===== config.mk =====
export PLATFORM = sky130hd
export DESIGN_NAME = hitor_stamper
export DESIGN_NICKNAME = d
export VERILOG_FILES = /design/src/rtl/hs_pkg.sv /design/src/rtl/hs_edge_sampler.sv /design/src/rtl/hs_arbiter.sv /design/src/rtl/hs_fifo.sv /design/src/rtl/hitor_stamper.sv
export SDC_FILE = /design/constraint.sdc
export NUM_CORES = 1
export LEC_CHECK = 0
export BUFFER_PORTS_ARGS = -buffer_cell sky130_fd_sc_hd__buf_2
export CELL_PAD_IN_SITES_DETAIL_PLACEMENT = 0
export CELL_PAD_IN_SITES_GLOBAL_PLACEMENT = 1
export CORE_MARGIN = 2
export CORE_UTILIZATION = 31
export DETAILED_ROUTE_END_ITERATION = 6
export PLACE_DENSITY = 0.51
export SYNTH_ARGS = -nofsm -noshare
export SYNTH_HDL_FRONTEND = slang
export SYNTH_SLANG_ARGS = --single-unit

===== constraint.sdc =====
create_clock -name clk -period 11.8 [get_ports clk]
set_clock_uncertainty 0.15 [all_clocks]
set_input_delay 1.18 -clock clk [delete_from_list [all_inputs] [get_ports clk]]
set_output_delay 1.18 -clock clk [all_outputs]
set_load 0.02 [all_outputs]

===== src/rtl/hs_pkg.sv =====
package hs_pkg;

  // Which half of the sampling period first saw a line high.
  typedef enum logic {
    HALF_EARLY = 1'b0,
    HALF_LATE  = 1'b1
  } half_e;

  // Depth of the reset release synchroniser.
  localparam int RST_SYNC_LEN = 2;

endpackage


===== src/rtl/hs_edge_sampler.sv =====
module hs_edge_sampler
  import hs_pkg::*;
#(
  parameter int N_COL = 8
) (
  input  logic             clk,
  input  logic             rst_n,
  input  logic [N_COL-1:0] hit_i,
  output logic [N_COL-1:0] det_o,
  output logic [N_COL-1:0] late_o
);

  for (genvar c = 0; c < N_COL; c++) begin : g_col
    logic neg_q;
    logic neg_s1_q, neg_s2_q;
    logic pos_s1_q, pos_s2_q;
    logic prev_q;
    logic comb_w;

    // Falling-edge capture.
    always_ff @(negedge clk or negedge rst_n) begin
      if (!rst_n) neg_q <= 1'b0;
      else        neg_q <= hit_i[c];
    end

    // Rising-edge capture and retiming of the falling sample.
    always_ff @(posedge clk or negedge rst_n) begin
      if (!rst_n) begin
        neg_s1_q <= 1'b0;
        neg_s2_q <= 1'b0;
        pos_s1_q <= 1'b0;
        pos_s2_q <= 1'b0;
        prev_q   <= 1'b0;
      end else begin
        neg_s1_q <= neg_q;
        neg_s2_q <= neg_s1_q;
        pos_s1_q <= hit_i[c];
        pos_s2_q <= pos_s1_q;
        prev_q   <= comb_w;
      end
    end

    // neg_s2_q is the earlier half, pos_s2_q the later half of one period.
    assign comb_w    = neg_s2_q | pos_s2_q;
    assign det_o[c]  = comb_w & ~prev_q;
    assign late_o[c] = neg_s2_q ? HALF_EARLY : HALF_LATE;
  end

endmodule


===== src/rtl/hs_arbiter.sv =====
module hs_arbiter #(
  parameter int N_COL = 8,
  parameter int CRS_W = 12,
  parameter int COL_W = 3
) (
  input  logic             clk,
  input  logic             rst_n,
  input  logic [N_COL-1:0] det_i,
  input  logic [N_COL-1:0] late_i,
  input  logic [CRS_W-1:0] crs_i,
  input  logic             full_i,
  output logic [N_COL-1:0] gnt_o,
  output logic             push_o,
  output logic             drop_o,
  output logic [COL_W-1:0] pick_col_o,
  output logic [CRS_W-1:0] pick_crs_o,
  output logic             pick_late_o
);

  logic [N_COL-1:0] pend_q, pend_d;
  logic [N_COL-1:0] late_q;
  logic [CRS_W-1:0] crs_q [N_COL];
  logic [N_COL-1:0] load_w;
  logic [N_COL-1:0] collide_w;
  logic             found_w;

  // Lowest pending column wins.
  always_comb begin
    gnt_o       = '0;
    found_w     = 1'b0;
    pick_col_o  = '0;
    pick_crs_o  = '0;
    pick_late_o = 1'b0;
    for (int i = 0; i < N_COL; i++) begin
      if (pend_q[i] && !found_w) begin
        gnt_o[i]    = 1'b1;
        found_w     = 1'b1;
        pick_col_o  = COL_W'(i);
        pick_crs_o  = crs_q[i];
        pick_late_o = late_q[i];
      end
    end
  end

  // A slot accepts a new stamp when empty or when emptied this cycle.
  assign load_w    = det_i & (~pend_q | gnt_o);
  assign collide_w = det_i & pend_q & ~gnt_o;
  assign pend_d    = (pend_q & ~gnt_o) | det_i;

  assign push_o = found_w & ~full_i;
  assign drop_o = (found_w & full_i) | (|collide_w);

  always_ff @(posedge clk or negedge rst_n) begin
    if (!rst_n) pend_q <= '0;
    else        pend_q <= pend_d;
  end

  for (genvar c = 0; c < N_COL; c++) begin : g_slot
    always_ff @(posedge clk or negedge rst_n) begin
      if (!rst_n) begin
        crs_q[c]  <= '0;
        late_q[c] <= 1'b0;
      end else if (load_w[c]) begin
        crs_q[c]  <= crs_i;
        late_q[c] <= late_i[c];
      end
    end
  end

endmodule


===== src/rtl/hs_fifo.sv =====
module hs_fifo #(
  parameter int W     = 8,
  parameter int DEPTH = 4
) (
  input  logic         clk,
  input  logic         rst_n,
  input  logic         wr_en_i,
  input  logic [W-1:0] wr_data_i,
  output logic         full_o,
  output logic         valid_o,
  input  logic         rd_ready_i,
  output logic [W-1:0] rd_data_o
);

  localparam int PTR_W = (DEPTH > 1) ? $clog2(DEPTH) : 1;
  localparam int CNT_W = $clog2(DEPTH + 1);

  logic [W-1:0]     mem_q [DEPTH];
  logic [PTR_W-1:0] wr_q, wr_d, rd_q, rd_d;
  logic [CNT_W-1:0] cnt_q, cnt_d;
  logic             push_w, pop_w;

  assign full_o    = (cnt_q == CNT_W'(DEPTH));
  assign valid_o   = (cnt_q != '0);
  assign rd_data_o = mem_q[rd_q];
  assign push_w    = wr_en_i & ~full_o;
  assign pop_w     = valid_o & rd_ready_i;

  always_comb begin
    wr_d = wr_q;
    rd_d = rd_q;
    if (push_w) wr_d = (wr_q == PTR_W'(DEPTH - 1)) ? '0 : wr_q + 1'b1;
    if (pop_w)  rd_d = (rd_q == PTR_W'(DEPTH - 1)) ? '0 : rd_q + 1'b1;
    cnt_d = cnt_q + CNT_W'(push_w) - CNT_W'(pop_w);
  end

  always_ff @(posedge clk or negedge rst_n) begin
    if (!rst_n) begin
      wr_q  <= '0;
      rd_q  <= '0;
      cnt_q <= '0;
    end else begin
      wr_q  <= wr_d;
      rd_q  <= rd_d;
      cnt_q <= cnt_d;
    end
  end

  for (genvar e = 0; e < DEPTH; e++) begin : g_entry
    always_ff @(posedge clk) begin
      if (push_w && (wr_q == PTR_W'(e))) mem_q[e] <= wr_data_i;
    end
  end

endmodule


===== src/rtl/hitor_stamper.sv =====
module hitor_stamper
  import hs_pkg::*;
#(
  parameter  int N_COL      = 8,
  parameter  int COARSE_W   = 12,
  parameter  int FIFO_DEPTH = 4,
  localparam int COL_W      = (N_COL > 1) ? $clog2(N_COL) : 1,
  localparam int REC_W      = COL_W + COARSE_W + 1
) (
  input  logic             clk,
  input  logic             rst_n,
  input  logic [N_COL-1:0] hit_i,
  input  logic             clr_ovf_i,
  output logic             rec_valid_o,
  input  logic             rec_ready_i,
  output logic [REC_W-1:0] rec_data_o,
  output logic             ovf_o
);

  logic [RST_SYNC_LEN-1:0] rs_q;
  logic                    irst_n;
  logic [COARSE_W-1:0]     cnt_q, cnt_d;
  logic                    ovf_q, ovf_d;
  logic [N_COL-1:0]        det_w, late_w, gnt_w;
  logic                    push_w, drop_w, full_w;
  logic [COL_W-1:0]        pick_col_w;
  logic [COARSE_W-1:0]     pick_crs_w;
  logic                    pick_late_w;

  // Reset asserts at once and releases on clk.
  always_ff @(posedge clk or negedge rst_n) begin
    if (!rst_n) rs_q <= '0;
    else        rs_q <= {rs_q[RST_SYNC_LEN-2:0], 1'b1};
  end
  assign irst_n = rs_q[RST_SYNC_LEN-1];

  // Free-running coarse count.
  assign cnt_d = cnt_q + 1'b1;
  always_ff @(posedge clk or negedge irst_n) begin
    if (!irst_n) cnt_q <= '0;
    else         cnt_q <= cnt_d;
  end

  hs_edge_sampler #(.N_COL(N_COL)) u_samp (
    .clk    (clk),
    .rst_n  (irst_n),
    .hit_i  (hit_i),
    .det_o  (det_w),
    .late_o (late_w)
  );

  hs_arbiter #(.N_COL(N_COL), .CRS_W(COARSE_W), .COL_W(COL_W)) u_arb (
    .clk         (clk),
    .rst_n       (irst_n),
    .det_i       (det_w),
    .late_i      (late_w),
    .crs_i       (cnt_q),
    .full_i      (full_w),
    .gnt_o       (gnt_w),
    .push_o      (push_w),
    .drop_o      (drop_w),
    .pick_col_o  (pick_col_w),
    .pick_crs_o  (pick_crs_w),
    .pick_late_o (pick_late_w)
  );

  hs_fifo #(.W(REC_W), .DEPTH(FIFO_DEPTH)) u_fifo (
    .clk        (clk),
    .rst_n      (irst_n),
    .wr_en_i    (push_w),
    .wr_data_i  ({pick_col_w, pick_crs_w, pick_late_w}),
    .full_o     (full_w),
    .valid_o    (rec_valid_o),
    .rd_ready_i (rec_ready_i),
    .rd_data_o  (rec_data_o)
  );

  // Sticky loss flag; a discard in the clearing cycle keeps it set.
  always_comb begin
    ovf_d = ovf_q;
    if (clr_ovf_i) ovf_d = 1'b0;
    if (drop_w)    ovf_d = 1'b1;
  end

  always_ff @(posedge clk or negedge irst_n) begin
    if (!irst_n) ovf_q <= 1'b0;
    else         ovf_q <= ovf_d;
  end
  assign ovf_o = ovf_q;

endmodule


== Word level (Yosys, flattened, before mapping) ==
Memory sizes are Yosys's and may differ from the RTL's.
Cells that the tools add are included.
Cells by class
  reduce and logical (&&, ||, !) cells: 25
  $add $sub $neg: 5
  multiplexer cells: 67
  bitwise logic cells: 38
  equal/unequal tests: 5
Operators by type and width (number)
  $mux 12: 8
  $mux 16: 3
  $reduce_or 16->1: 3
  $mux 1: 45
  $and 8x8->8: 4
  $mux 3: 6
  $not 8->8: 2
  $or 8x8->8: 2
  $add 12x1->12 const B: 1
  $and 1x1->1: 12
  $logic_and 1x1->1: 11
  $mux 2: 5
  $not 1->1: 9
  $or 1x1->1: 9
  $reduce_or 8->1: 1
  $logic_not 1->1: 7
  $eq 2x2->1 const B: 3
  $add 2x1->2 const B: 2
  $add 3x1->3: 1
  $eq 3x3->1 const B: 1
  $reduce_bool 3->1: 1
  $sub 3x1->3: 1
  $eq 2x1->1 const B: 1
  $logic_not 2->1: 1
  $reduce_bool 2->1: 1
Storage, ports and cells
  word-level logic and storage cells: 212
  memories: 1
  memory bits (writable): 64
  input bits: 12
  register bits after elaboration: 182
  output and inout port bits: 18
Memory list
  u_fifo.mem_q: depth 4, bits a word 16, rd ports 1, clocked after memory_dff 0, wr ports 1, RTL line hs_fifo.sv:18  | logic [W-1:0] mem_q [DEPTH];

== Logic depth before layout (Yosys ltp) ==
  depth after elaboration: 31
  depth in mapped cells: 10
  mapped depth without buffers: 10

== By module ==
Synthesis repeated with hierarchy kept, for this count alone.
Unflattened totals
  cell total of the unflattened synthesis: 678
  area, all modules: 10131.0 sq um
By module, submodules not included
  hs_arbiter: instances 1, area each 5357.6 sq um, cells an instance 436, sequential area each 2802.7 sq um
  hs_fifo: instances 1, area each 2806.4 sq um, cells an instance 123, sequential area each 2097.0 sq um
  hs_edge_sampler: instances 1, area each 1361.3 sq um, cells an instance 72, sequential area each 1201.2 sq um
  hitor_stamper: instances 1, area each 605.6 sq um, cells an instance 47, sequential area each 375.4 sq um

==> flow_summary_export.csv <==
group,metric,value,unit
setup_path,critical_path_arrival,2400,ps
setup_path,worstPathRequired,6410,ps
clock_tree,numCtsBuffers,28,
synthesis,syn_inst,684,
finish,drive_gt1_share,25.9,%
detailed_routing,dr_total_vias,5483,
die,die_area,32700,um^2
synthesis,synth_seq_cells,246,
die,start_util,31.6,%
placement,gp_congestion,0.705,
finish,nFillCells,2901,
die,rows,64,
setup_path,crit_path_start_kind,"flop",
detailed_routing,detail_route.vias_per_cell,4.88,
synthesis,synth_flop_cell,"dfrtp_1",
setup_path,slowest_delay,1030,ps
placement,dp_cells,1071,
hold_path,min_path_type,"reg2reg",
clock_tree,cts.path.max_buffers,3,
detailed_routing,drt-initial-drc-count,329,
setup_path,slowest_stage,"dfrtp_4",
detailed_routing,antenna_left,0,
synthesis,netlist_area,9680,um^2
setup_path,crit_path_max_fanout,69,
synthesis,ys_async_sr_fraction,74.0,%
clock_tree,ctsResizeCount,0,
global_routing,antenna_found_initial,0,
synthesis,synth.top_cell.area_share,45.0,%
finish,seq_area,6480,um^2
global_routing,grt_overflow,0,
finish,diodes,0,
synthesis,ys_types,47,
die,ios,30,
clock_tree,cts_tree,"done",
detailed_routing,route.detailed.drc,0,
timing,worst_pin_slew,1290,ps
synthesis,yosysWarnings,0,
timing,maxSlewHeadroom,13.9,%
pwr,power_density,233,nW/um^2
die,die_h,181,um
finish,instances_no_fill,1123,
clock_tree,cts_setup_buffers,0,
synthesis,yosysTopAreaCell,"dfrtp_1",
clock_tree,cts-root-buf,"clkbuf_16",
timing,finalWorstSetupSlack,4010,ps
timing,fin_setup_tns,0,ps
outcome,status,"finished, final reports clean",
global_routing,grt_pass1_wl,32.7,mm
synthesis,synth_nets,705,
synthesis,synth_area_leaders,"dfrtp_1 (45%), edfxtp_1 (20%), mux2_2 (8.5%)",
synthesis,synth_edf_count,64,
detailed_routing,first_pass_iters,5,
global_routing,grt_max_degree,70,
placement,portBuffers,29,
placement,post-dp-hpwl,13.0,mm
detailed_routing,wl_per_cell,18.0,um
setup_path,path_class,"reg2async",
clock_tree,clkTransAtPathRegs,60,ps
synthesis,syn_avg_cell_area,14.2,um^2
timing,slew_violations,0,
detailed_routing,finalWirelength,20.2,mm
clock_tree,clkSinkCount,246,
finish,syn_to_final_growth,15.5,%
finish,multi_input_area,2890,um^2
global_routing,first_global_vias,5759,
timing,finalHoldViolCount,0,
clock_tree,clk_latency,540,ps
setup_path,endpoint_kind,"async pin",
pwr,ir_drop,0.0000903,V
setup_path,cp_top_family,"flip-flops",
setup_path,crit_buf_inv,1,
die,die_w,181,um
global_routing,track_usage,12.6,%
synthesis,synth-seq-area-share,66.9,%
clock_tree,htree_levels,1,
die,core_area,30700,um^2
finish,fin_nets,726,
run,drv_cap,0,
timing,rsz0062_at_grt,"false",
clock_tree,cts_hold_buf,0,
setup_path,path_cells,"buf_4",
timing,finalSetupViolations,0,
placement,dp_slack,3920,ps
pwr,cellLeakagePower,0.00463,uW
Yosys cell counts, types with 11 or more instances:
| master | n |
|---|---|
| o21ai_0 | 45 |
| a222oi_1 | 11 |
| mux2_2 | 73 |
| nor3_1 | 18 |
| mux4_2 | 16 |
| dfrtp_1 | 174 |
| a21oi_1 | 20 |
| inv_1 | 28 |
| edfxtp_1 | 64 |
| nand2b_1 | 20 |
| nor2_1 | 11 |
| a221oi_1 | 12 |
| clkbuf_1 | 34 |
| nand2_1 | 49 |
metrics by stage:
stage	instance area (um^2)	total power, uW	hold slack (ps)	util (%)
after CTS	11200	2650	197	36.4
after global placement	10200	1680	183	33.2
after detailed placement	10200	1710	185	33.2
after global routing	11200	2740	203	36.4
after floorplan	9680	1530	181	-
final	11200	2600	194	36.4
cells by family after synthesis:
| kind of cell | Yosys count | synth area share [%] |
|---|---|---|
| muxes | 96 | 13.1 |
| buffers and inverters | 73 | 3.23 |
| adders and majority gates | 9 | 1.24 |
| DFF | 246 | 66.9 |
| other | 1 | 0.0387 |
| AOI/OAI and AO/OA | 114 | 7.46 |
| xor gates and xnor gates | 12 | 1.09 |
| and+or+nand+nor | 133 | 6.89 |
cells in the final DEF, fill, tap and decap left out, types with 9 or more instances in the layout:
cell type    n
a31oi_1     10
a221oi_1    12
dfrtp_1    173
o21ai_0     45
edfxtp_1    64
nor2_1      11
mux4_2      16
nand2b_1    20
buf_2       29
a222oi_1    11
clkbuf_16   28
nand2_1     49
or2_2        9
a21oi_1     20
nor3_1      18
mux2_2      73
inv_1       28
state kept, by name, indices dropped and copies added, names as in the netlist:
signal	flops
u_fifo.mem_q	64
u_arb.late_q	8
u_samp.g_col.neg_s2_q	8
u_samp.g_col.pos_s1_q	8
rs_q	2
cnt_q	12
u_arb.crs_q	96
u_fifo.cnt_q	3
u_fifo.wr_q	2
u_fifo.rd_q	2
u_samp.g_col.pos_s2_q	8
u_samp.g_col.prev_q	8
u_samp.g_col.neg_s1_q	8
ovf_o	1
u_arb.pend_q	8
u_samp.g_col.neg_q	8
where the power goes:
part | switching (uW) | internal [uW]
logic | 283 | 207
registers | 104 | 1080
clock network | 348 | 577
total | 735 | 1860
path summary, 6_finish.rpt:
check	startpoint	endpoint	slack [ps]	cells after the start
max	rs_q[1]$_DFF_PN0_	u_samp.g_col[5].neg_q$_DFF_NN0_	4010	1
min	u_samp.g_col[0].neg_s1_q$_DFF_PN0_	u_samp.g_col[0].neg_s2_q$_DFF_PN0_	190	0
max reg2reg	rs_q[1]$_DFF_PN0_	u_samp.g_col[5].neg_q$_DFF_NN0_	4010	1
min reg2reg	u_samp.g_col[0].neg_s1_q$_DFF_PN0_	u_samp.g_col[0].neg_s2_q$_DFF_PN0_	190	0
max in group clk	hit_i[4]	u_samp.g_col[4].neg_q$_DFF_NN0_	4840	1
min in group asynchronous	rst_n	rs_q[1]$_DFF_PN0_	270	1
metal layers:
metal,global-route usage (%),routed length (um),vias up
met2,20.1,9490,109
met1,17.8,9480,2830
met3,1.96,684,41
met4,3.74,535,0
met5,0,0,-
li1,-,-,2503
area by class of cell:
cell class,instances,area share (%)
inverters,28,0.940
repair buffers,36,1.77
multi-input cells,365,25.9
well taps,396,4.43
clock inverters,22,2.50
flip-flops and latches,246,58.0
clock buffers,30,6.52
Note: power is estimated with default switching activity, not from simulation.
